--- src/rtl/icfill_pkg.sv ---
package icfill_pkg;
  typedef enum logic [1:0] {
    FS_IDLE = 2'd0,
    FS_REQ  = 2'd1,
    FS_FILL = 2'd2
  } fill_st_e;
endpackage

--- src/rtl/icf_store.sv ---
module icf_store #(
  parameter  int ADDR_W     = 16,
  parameter  int LINE_WORDS = 8,
  parameter  int SETS       = 16,
  parameter  int DATA_W     = 32,
  localparam int OFF_W      = $clog2(LINE_WORDS),
  localparam int IDX_W      = $clog2(SETS),
  localparam int TAG_W      = ADDR_W - 2 - OFF_W - IDX_W
) (
  input  logic              clk,
  input  logic              rst_n,
  input  logic [IDX_W-1:0]  rd_idx,
  input  logic [OFF_W-1:0]  rd_off,
  input  logic [TAG_W-1:0]  rd_tag,
  output logic              tag_match,
  output logic              word_hit,
  output logic [DATA_W-1:0] rd_data,
  input  logic              line_clr,
  input  logic [IDX_W-1:0]  line_idx,
  input  logic [TAG_W-1:0]  line_tag,
  input  logic              wr_en,
  input  logic [OFF_W-1:0]  wr_off,
  input  logic [DATA_W-1:0] wr_data
);
  logic [TAG_W-1:0]      tags  [SETS];
  logic [DATA_W-1:0]     words [SETS*LINE_WORDS];
  logic [LINE_WORDS-1:0] vld_w [SETS];

  // one valid vector per set, cleared on tag change, set per written word
  for (genvar s = 0; s < SETS; s++) begin : g_vld
    logic [LINE_WORDS-1:0] v_q;
    always_ff @(posedge clk) begin
      if (!rst_n) begin
        v_q <= '0;
      end else if (line_clr && line_idx == IDX_W'(s)) begin
        v_q <= '0;
      end else if (wr_en && line_idx == IDX_W'(s)) begin
        v_q[wr_off] <= 1'b1;
      end
    end
    assign vld_w[s] = v_q;
  end

  always_ff @(posedge clk) begin
    if (line_clr) tags[line_idx] <= line_tag;
    if (wr_en)    words[{line_idx, wr_off}] <= wr_data;
  end

  always_comb begin
    tag_match = (tags[rd_idx] == rd_tag);
    word_hit  = tag_match && vld_w[rd_idx][rd_off];
    rd_data   = words[{rd_idx, rd_off}];
  end
endmodule

--- src/rtl/icf_fill_ctrl.sv ---
module icf_fill_ctrl
  import icfill_pkg::*;
#(
  parameter  int ADDR_W     = 16,
  parameter  int LINE_WORDS = 8,
  parameter  int SETS       = 16,
  localparam int OFF_W      = $clog2(LINE_WORDS),
  localparam int IDX_W      = $clog2(SETS),
  localparam int TAG_W      = ADDR_W - 2 - OFF_W - IDX_W
) (
  input  logic              clk,
  input  logic              rst_n,
  input  logic              fetch_valid,
  input  logic              word_hit,
  input  logic              tag_match,
  input  logic [IDX_W-1:0]  req_idx,
  input  logic [OFF_W-1:0]  req_off,
  input  logic [TAG_W-1:0]  req_tag,
  input  logic              mem_req_ready,
  input  logic              mem_rvalid,
  input  logic              mem_rlast,
  input  logic              abort_i,
  output logic              mem_req_valid,
  output logic [ADDR_W-1:0] mem_addr,
  output logic              line_clr,
  output logic [IDX_W-1:0]  line_idx,
  output logic [TAG_W-1:0]  line_tag,
  output logic              wr_en,
  output logic [OFF_W-1:0]  wr_off,
  output logic              crit_fwd,
  output logic              filling
);
  localparam logic [OFF_W-1:0] OFF_LAST = OFF_W'(LINE_WORDS - 1);

  fill_st_e         st_q, st_d;
  logic [IDX_W-1:0] idx_q;
  logic [TAG_W-1:0] tag_q;
  logic [OFF_W-1:0] off_q;
  logic             crit_q;
  logic             miss;

  assign miss = fetch_valid && !word_hit;

  always_comb begin
    st_d     = st_q;
    line_clr = 1'b0;
    wr_en    = 1'b0;
    crit_fwd = 1'b0;
    unique case (st_q)
      FS_IDLE: if (miss) begin
        st_d     = FS_REQ;
        line_clr = !tag_match;
      end
      FS_REQ: if (mem_req_ready) st_d = FS_FILL;
      FS_FILL: begin
        if (abort_i) begin
          st_d = FS_IDLE;
        end else if (mem_rvalid) begin
          wr_en    = 1'b1;
          crit_fwd = crit_q;
          if (mem_rlast || off_q == OFF_LAST) st_d = FS_IDLE;
        end
      end
      default: st_d = FS_IDLE;
    endcase
  end

  always_ff @(posedge clk) begin
    if (!rst_n) begin
      st_q   <= FS_IDLE;
      idx_q  <= '0;
      tag_q  <= '0;
      off_q  <= '0;
      crit_q <= 1'b0;
    end else begin
      st_q <= st_d;
      if (st_q == FS_IDLE && miss) begin
        idx_q  <= req_idx;
        tag_q  <= req_tag;
        off_q  <= req_off;
        crit_q <= 1'b1;
      end else if (wr_en) begin
        off_q  <= off_q + 1'b1;
        crit_q <= 1'b0;
      end
    end
  end

  assign mem_req_valid = (st_q == FS_REQ);
  assign mem_addr      = {tag_q, idx_q, off_q, 2'b00};
  assign line_idx      = (st_q == FS_IDLE) ? req_idx : idx_q;
  assign line_tag      = (st_q == FS_IDLE) ? req_tag : tag_q;
  assign wr_off        = off_q;
  assign filling       = (st_q == FS_FILL);
endmodule

--- src/rtl/icache_burstfill.sv ---
module icache_burstfill #(
  parameter  int ADDR_W     = 16,
  parameter  int LINE_WORDS = 8,
  parameter  int SETS       = 16,
  parameter  int DATA_W     = 32,
  localparam int OFF_W      = $clog2(LINE_WORDS),
  localparam int IDX_W      = $clog2(SETS),
  localparam int TAG_W      = ADDR_W - 2 - OFF_W - IDX_W
) (
  input  logic              clk,
  input  logic              rst_n,
  input  logic              fetch_valid,
  input  logic [ADDR_W-1:0] fetch_addr,
  output logic              fetch_ready,
  output logic [DATA_W-1:0] fetch_rdata,
  output logic              mem_req_valid,
  input  logic              mem_req_ready,
  output logic [ADDR_W-1:0] mem_addr,
  input  logic              mem_rvalid,
  input  logic [DATA_W-1:0] mem_rdata,
  input  logic              mem_rlast,
  input  logic              fill_abort
);
  logic [OFF_W-1:0]  f_off;
  logic [IDX_W-1:0]  f_idx;
  logic [TAG_W-1:0]  f_tag;
  logic              tag_match, word_hit, line_clr, wr_en, crit_fwd, filling;
  logic [IDX_W-1:0]  line_idx;
  logic [TAG_W-1:0]  line_tag;
  logic [OFF_W-1:0]  wr_off;
  logic [DATA_W-1:0] rd_data;

  assign f_off = fetch_addr[OFF_W+1:2];
  assign f_idx = fetch_addr[OFF_W+IDX_W+1:OFF_W+2];
  assign f_tag = fetch_addr[ADDR_W-1:ADDR_W-TAG_W];

  icf_store #(
    .ADDR_W(ADDR_W), .LINE_WORDS(LINE_WORDS), .SETS(SETS), .DATA_W(DATA_W)
  ) store_i (
    .clk(clk), .rst_n(rst_n),
    .rd_idx(f_idx), .rd_off(f_off), .rd_tag(f_tag),
    .tag_match(tag_match), .word_hit(word_hit), .rd_data(rd_data),
    .line_clr(line_clr), .line_idx(line_idx), .line_tag(line_tag),
    .wr_en(wr_en), .wr_off(wr_off), .wr_data(mem_rdata)
  );

  icf_fill_ctrl #(
    .ADDR_W(ADDR_W), .LINE_WORDS(LINE_WORDS), .SETS(SETS)
  ) ctrl_i (
    .clk(clk), .rst_n(rst_n),
    .fetch_valid(fetch_valid), .word_hit(word_hit), .tag_match(tag_match),
    .req_idx(f_idx), .req_off(f_off), .req_tag(f_tag),
    .mem_req_ready(mem_req_ready), .mem_rvalid(mem_rvalid), .mem_rlast(mem_rlast),
    .abort_i(fill_abort),
    .mem_req_valid(mem_req_valid), .mem_addr(mem_addr),
    .line_clr(line_clr), .line_idx(line_idx), .line_tag(line_tag),
    .wr_en(wr_en), .wr_off(wr_off), .crit_fwd(crit_fwd), .filling(filling)
  );

  // missed word is passed through in the cycle it arrives
  assign fetch_ready = (fetch_valid && word_hit) || crit_fwd;
  assign fetch_rdata = crit_fwd ? mem_rdata : rd_data;
endmodule

--- config.mk ---
export PLATFORM = sky130hd
export DESIGN_NAME = icache_burstfill
export DESIGN_NICKNAME = d
export VERILOG_FILES = /design/src/rtl/icfill_pkg.sv /design/src/rtl/icf_store.sv /design/src/rtl/icf_fill_ctrl.sv /design/src/rtl/icache_burstfill.sv
export SDC_FILE = /design/constraint.sdc
export NUM_CORES = 2
export LEC_CHECK = 0
export ABC_CLOCK_PERIOD_IN_PS = 11900
export BUFFER_PORTS_ARGS = -buffer_cell sky130_fd_sc_hd__buf_4
export CORE_MARGIN = 1
export CORE_UTILIZATION = 60
export CTS_BUF_LIST = sky130_fd_sc_hd__clkbuf_4 sky130_fd_sc_hd__clkbuf_8 sky130_fd_sc_hd__clkbuf_16
export CTS_CLUSTER_SIZE = 14
export DETAILED_ROUTE_END_ITERATION = 7
export PLACE_DENSITY = 0.76
export SYNTH_ARGS = -nofsm -noshare
export SYNTH_HDL_FRONTEND = slang
export SYNTH_MEMORY_MAX_BITS = 65536
export SYNTH_SLANG_ARGS = --single-unit
--- constraint.sdc ---
create_clock -name clk -period 11.9 [get_ports clk]
set_input_delay 2.38 -clock clk [delete_from_list [all_inputs] [get_ports clk]]
set_output_delay 2.38 -clock clk [all_outputs]
set_load 0.03 [all_outputs]
==> summary.txt <==
Logic synthesis
  • Ys Warns: 0
  • Largest family of logic cells by synthesized area: multiplexers
  • Adder-Cell Fraction of Synth Area: less than 1%
  • Area leader, netlist: edfxtp_1
  • Post-Syn Area: roughly 170000 sq um
  • Synth top area share: between 70% and 80%
  • Synth Area per Inst: 24.1 sq um
  • Number of synthesized flops with an enable pin: about 4200
  • Post-synth cell types: between 50 and 60
  • Post-Synth XOR/XNOR Area: 0.0527%
  • Asr flop ratio synth: 0%
  • Seq/Total Area, Yosys: between 70 and 80%
  • Post-synthesis mux area share: approximately 19%
  • Dominant synthesized flop cell: edfxtp_1
  • Synth Area in Compound Gates: 0.517%
  • Synth top area cells: edfxtp_1 76%, mux4_2 19%, dfxtp_1 1.7%
  • Cell count after synthesis: slightly below 7000
  • FF+latch count, synth: ~4400
  • Post-Synth Simple-Gate Area: 1.31%

Drt
  • Drt total wl: between 400 and 500 mm
  • 1st-iter DRT viols: between 15000 and 20000
  • First-pass detailed-route iteration total: 6
  • ANT nets after route: 0
  • Average wire per standard cell: between 40 and 50 microns
  • DRC violations left: 0
  • Vias per cell: between 7 and 8
  • Via count: approximately 83000

Floorplanning
  • Die Y: around 530 microns
  • Die area: between 200000 and 300000 sq um
  • Placement Rows: 192
  • Starting Density: between 60 and 70%
  • Core area: 275000 sq um
  • I/O pin count: roughly 110
  • Die X: 528 microns

Placed design
  • Routability cong.: a little over 0.9
  • Hpwl dp: between 200 and 250 mm
  • Count of input and output buffers: 100
  • Dpl cell area: approximately 170000 sq um
  • DP Cell Count: approximately 11000

Final layout
  • Fillers: approximately 15000
  • Nets@finish: roughly 7300
  • Share of cells above drive strength 1: 33.4%
  • Post-Layout Cell Count: approximately 11000
  • Final instance area: about 190000 sq um
  • Layout area overhead: 12.3%

Critical path
  • Critical path arrival: 6900 ps
  • CP cell instances: buf_16 > buf_12 > buf_4 > mux4_2 > mux4_2 > mux4_2 > mux2i_1 > o21ai_0 > buf_4
  • CP Capture Type: output pin
  • Cell mode on critical path: mux4_2
  • Worst-path maximum fanout: 91
  • CP peak stage delay: about 770 ps
  • Startpoint Class: input port
  • Slowest cell on crit path: buf_4
  • CP Class: in2out
  • Req. time, crit path: 9520 ps

Global routing
  • Largest net degree at the start of global routing: between 100 and 150
  • GRT Total Usage: around a third
  • Total gr overflow: 0
  • Vias in the first global route: about 83000
  • Initial antenna violation count: 57
  • First-pass GRT wire length: approximately 650 mm

Min path
  • HP Class: reg2reg

Power
  • Peak supply drop: between 0.0001 and 0.00015 V
  • Pwr dens: between 150 and 200 nW/um^2
  • Net Sw Frac: a little over a fifth
  • Psw: between 6 and 7 mW
  • Leak Pwr: just under 60 nW
  • Share of power burned in registers: between 50 and 60%
  • Int Power: 24.9 mW
  • Total power: about 32 mW
  • Combinational Power Share: 5.5%
  • Clock share of power: 41.7%

Clock tree
  • Root buf cell: clkbuf_16
  • H-tree levels: 5
  • Later-pin clock latency in the skew report: slightly above 900 ps
  • Clk slew on worst S/H paths: around 60 ps
  • Gates resized, CTS repair: 0
  • Inserted Clock Buffers: roughly 420
  • Number of hold buffers added after CTS: 0
  • CTS tree: done
  • Postcts setup bufs: 0
  • Max Root-Sink Buffers: 4
  • Clk sinks: 4353

STA
  • Final setup viols: 0
  • Relative slew slack: 10.5%
  • Hold_ws: approximately 470 ps
  • Highest clock rate: between 100 and 150 MHz
  • Layout Skew: between 40 and 50 ps
  • Max-slew violation count: 0
  • Final Hold Viols: 0
  • Worst Max-Slew Pin Slew: roughly 1300 ps
  • RSZ-0062 raised after global routing: no
  • Final period util: just under 80%
  • Final Critical Period: between 9000 and 10000 ps
  • Sum Neg Setup Slack: 0 ps

Job
  • MaxCap Viol Count: 0

Outcome
  • Outcome: completed
==> worst paths after layout <==
kind | depth (start not counted) | slack [ps] | from | end
setup / recovery | 9 | 2620 | fetch_addr[2] | fetch_rdata[7]
hold / removal | 2 | 470 | store_i.g_vld[15].v_q[5] | store_i.g_vld[15].v_q[5]
setup reg to reg | 5 | 7430 | ctrl_i.st_q[1] | store_i.words[57][6]
hold reg to reg | 2 | 470 | store_i.g_vld[15].v_q[5] | store_i.g_vld[15].v_q[5]
==> cell families after synthesis <==
group | after synthesis
XOR/XNOR | 10
AO/OA/AOI/OAI | 133
buffers and inverters | 376
AND/OR/NAND/NOR | 532
multiplexers | 1482
flip-flops | 4353
adder cells (fa/ha/maj) | 2
other | 1
==> final cells by class <==
cell class	count	area [sq um]	share of cell area (%)
clock inverter	246	2140	1.15
clock buffer	513	11400	6.09
tap	3686	4610	2.47
timing repair buffer	338	2840	1.52
inverter	2	7.51	0.00402
antenna	14	35.0	0.0188
sequential	4353	129000	69.3
multi-input combinational	2161	36400	19.5
==> layout by cell type (no fill, tap or decap), types with 7 or more instances in the layout <==
cell type   instances
o21ai_1            11
nor2_4            128
buf_4             312
nor2_1            246
clkinvlp_4         14
diode_2            14
buf_12             20
edfxtp_1         4208
bufinv_16          34
dfxtp_1           145
inv_6               9
mux4_2           1391
nor2b_1            13
nand3_1             9
nand2b_1            9
clkbuf_16         427
a21oi_1             7
clkinv_2           78
clkbuf_4           81
a22oi_1            10
mux2i_1            87
o21ai_0            69
nand2_1            91
clkinv_1           99
==> worst max-delay path, delay by kind of cell <==
kind	cells	cell delay, ps
muxes	4	1850
AOI/OAI and AO/OA	1	250
buffers and inverters	4	2020
==> power groups by stage <==
stage               registers, mW  clock network (mW)  logic, mW
floorplan                    17.1                   0      0.876
global placement             17.1                   0       1.62
detailed placement           17.1                   0       1.66
CTS                          16.8                13.3       1.69
global route                 16.8                13.9       1.77
finish                       16.8                13.3       1.74
==> state kept, by name, indices dropped and copies added, names as in the netlist <==
register / cells
ctrl_i.tag_q: 7
ctrl_i.idx_q: 4
store_i.tags: 112
ctrl_i.st_q: 2
store_i.words: 4096
ctrl_i.wr_off: 3
ctrl_i.crit_q: 1
store_i.g_vld.v_q: 128
==> metal layers <==
| metal | global-route usage (%) | vias up | wire length [microns] |
|---|---|---|---|
| li1 | - | 30300 | - |
| met1 | 46.2 | 43900 | 158000 |
| met4 | 16.5 | 32 | 25800 |
| met2 | 51.7 | 7767 | 220000 |
| met5 | 0 | - | 207 |
| met3 | 9.56 | 1240 | 66400 |
==> Yosys cell counts, drive strengths merged (5+ instances only) <==
| master | instances |
|---|---|
| a21oi | 7 |
| a22oi | 10 |
| a31oi | 5 |
| buf | 129 |
| clkbuf | 245 |
| dfxtp | 145 |
| edfxtp | 4208 |
| mux2i | 87 |
| mux4 | 1391 |
| nand2 | 92 |
| nand2b | 9 |
| nand3 | 10 |
| nor2 | 376 |
| nor2b | 13 |
| nor3 | 6 |
| o21ai | 81 |
| xnor2 | 5 |
| xor2 | 5 |
==> through the flow <==
stage	utilization, %	setup WS [ps]
global route	68.0	2440
finish	68.0	2620
CTS	68.0	2570
global placement	63.0	2690
floorplan	-	4230
detailed placement	63.0	2690
Power figures use the tool's default switching activity.
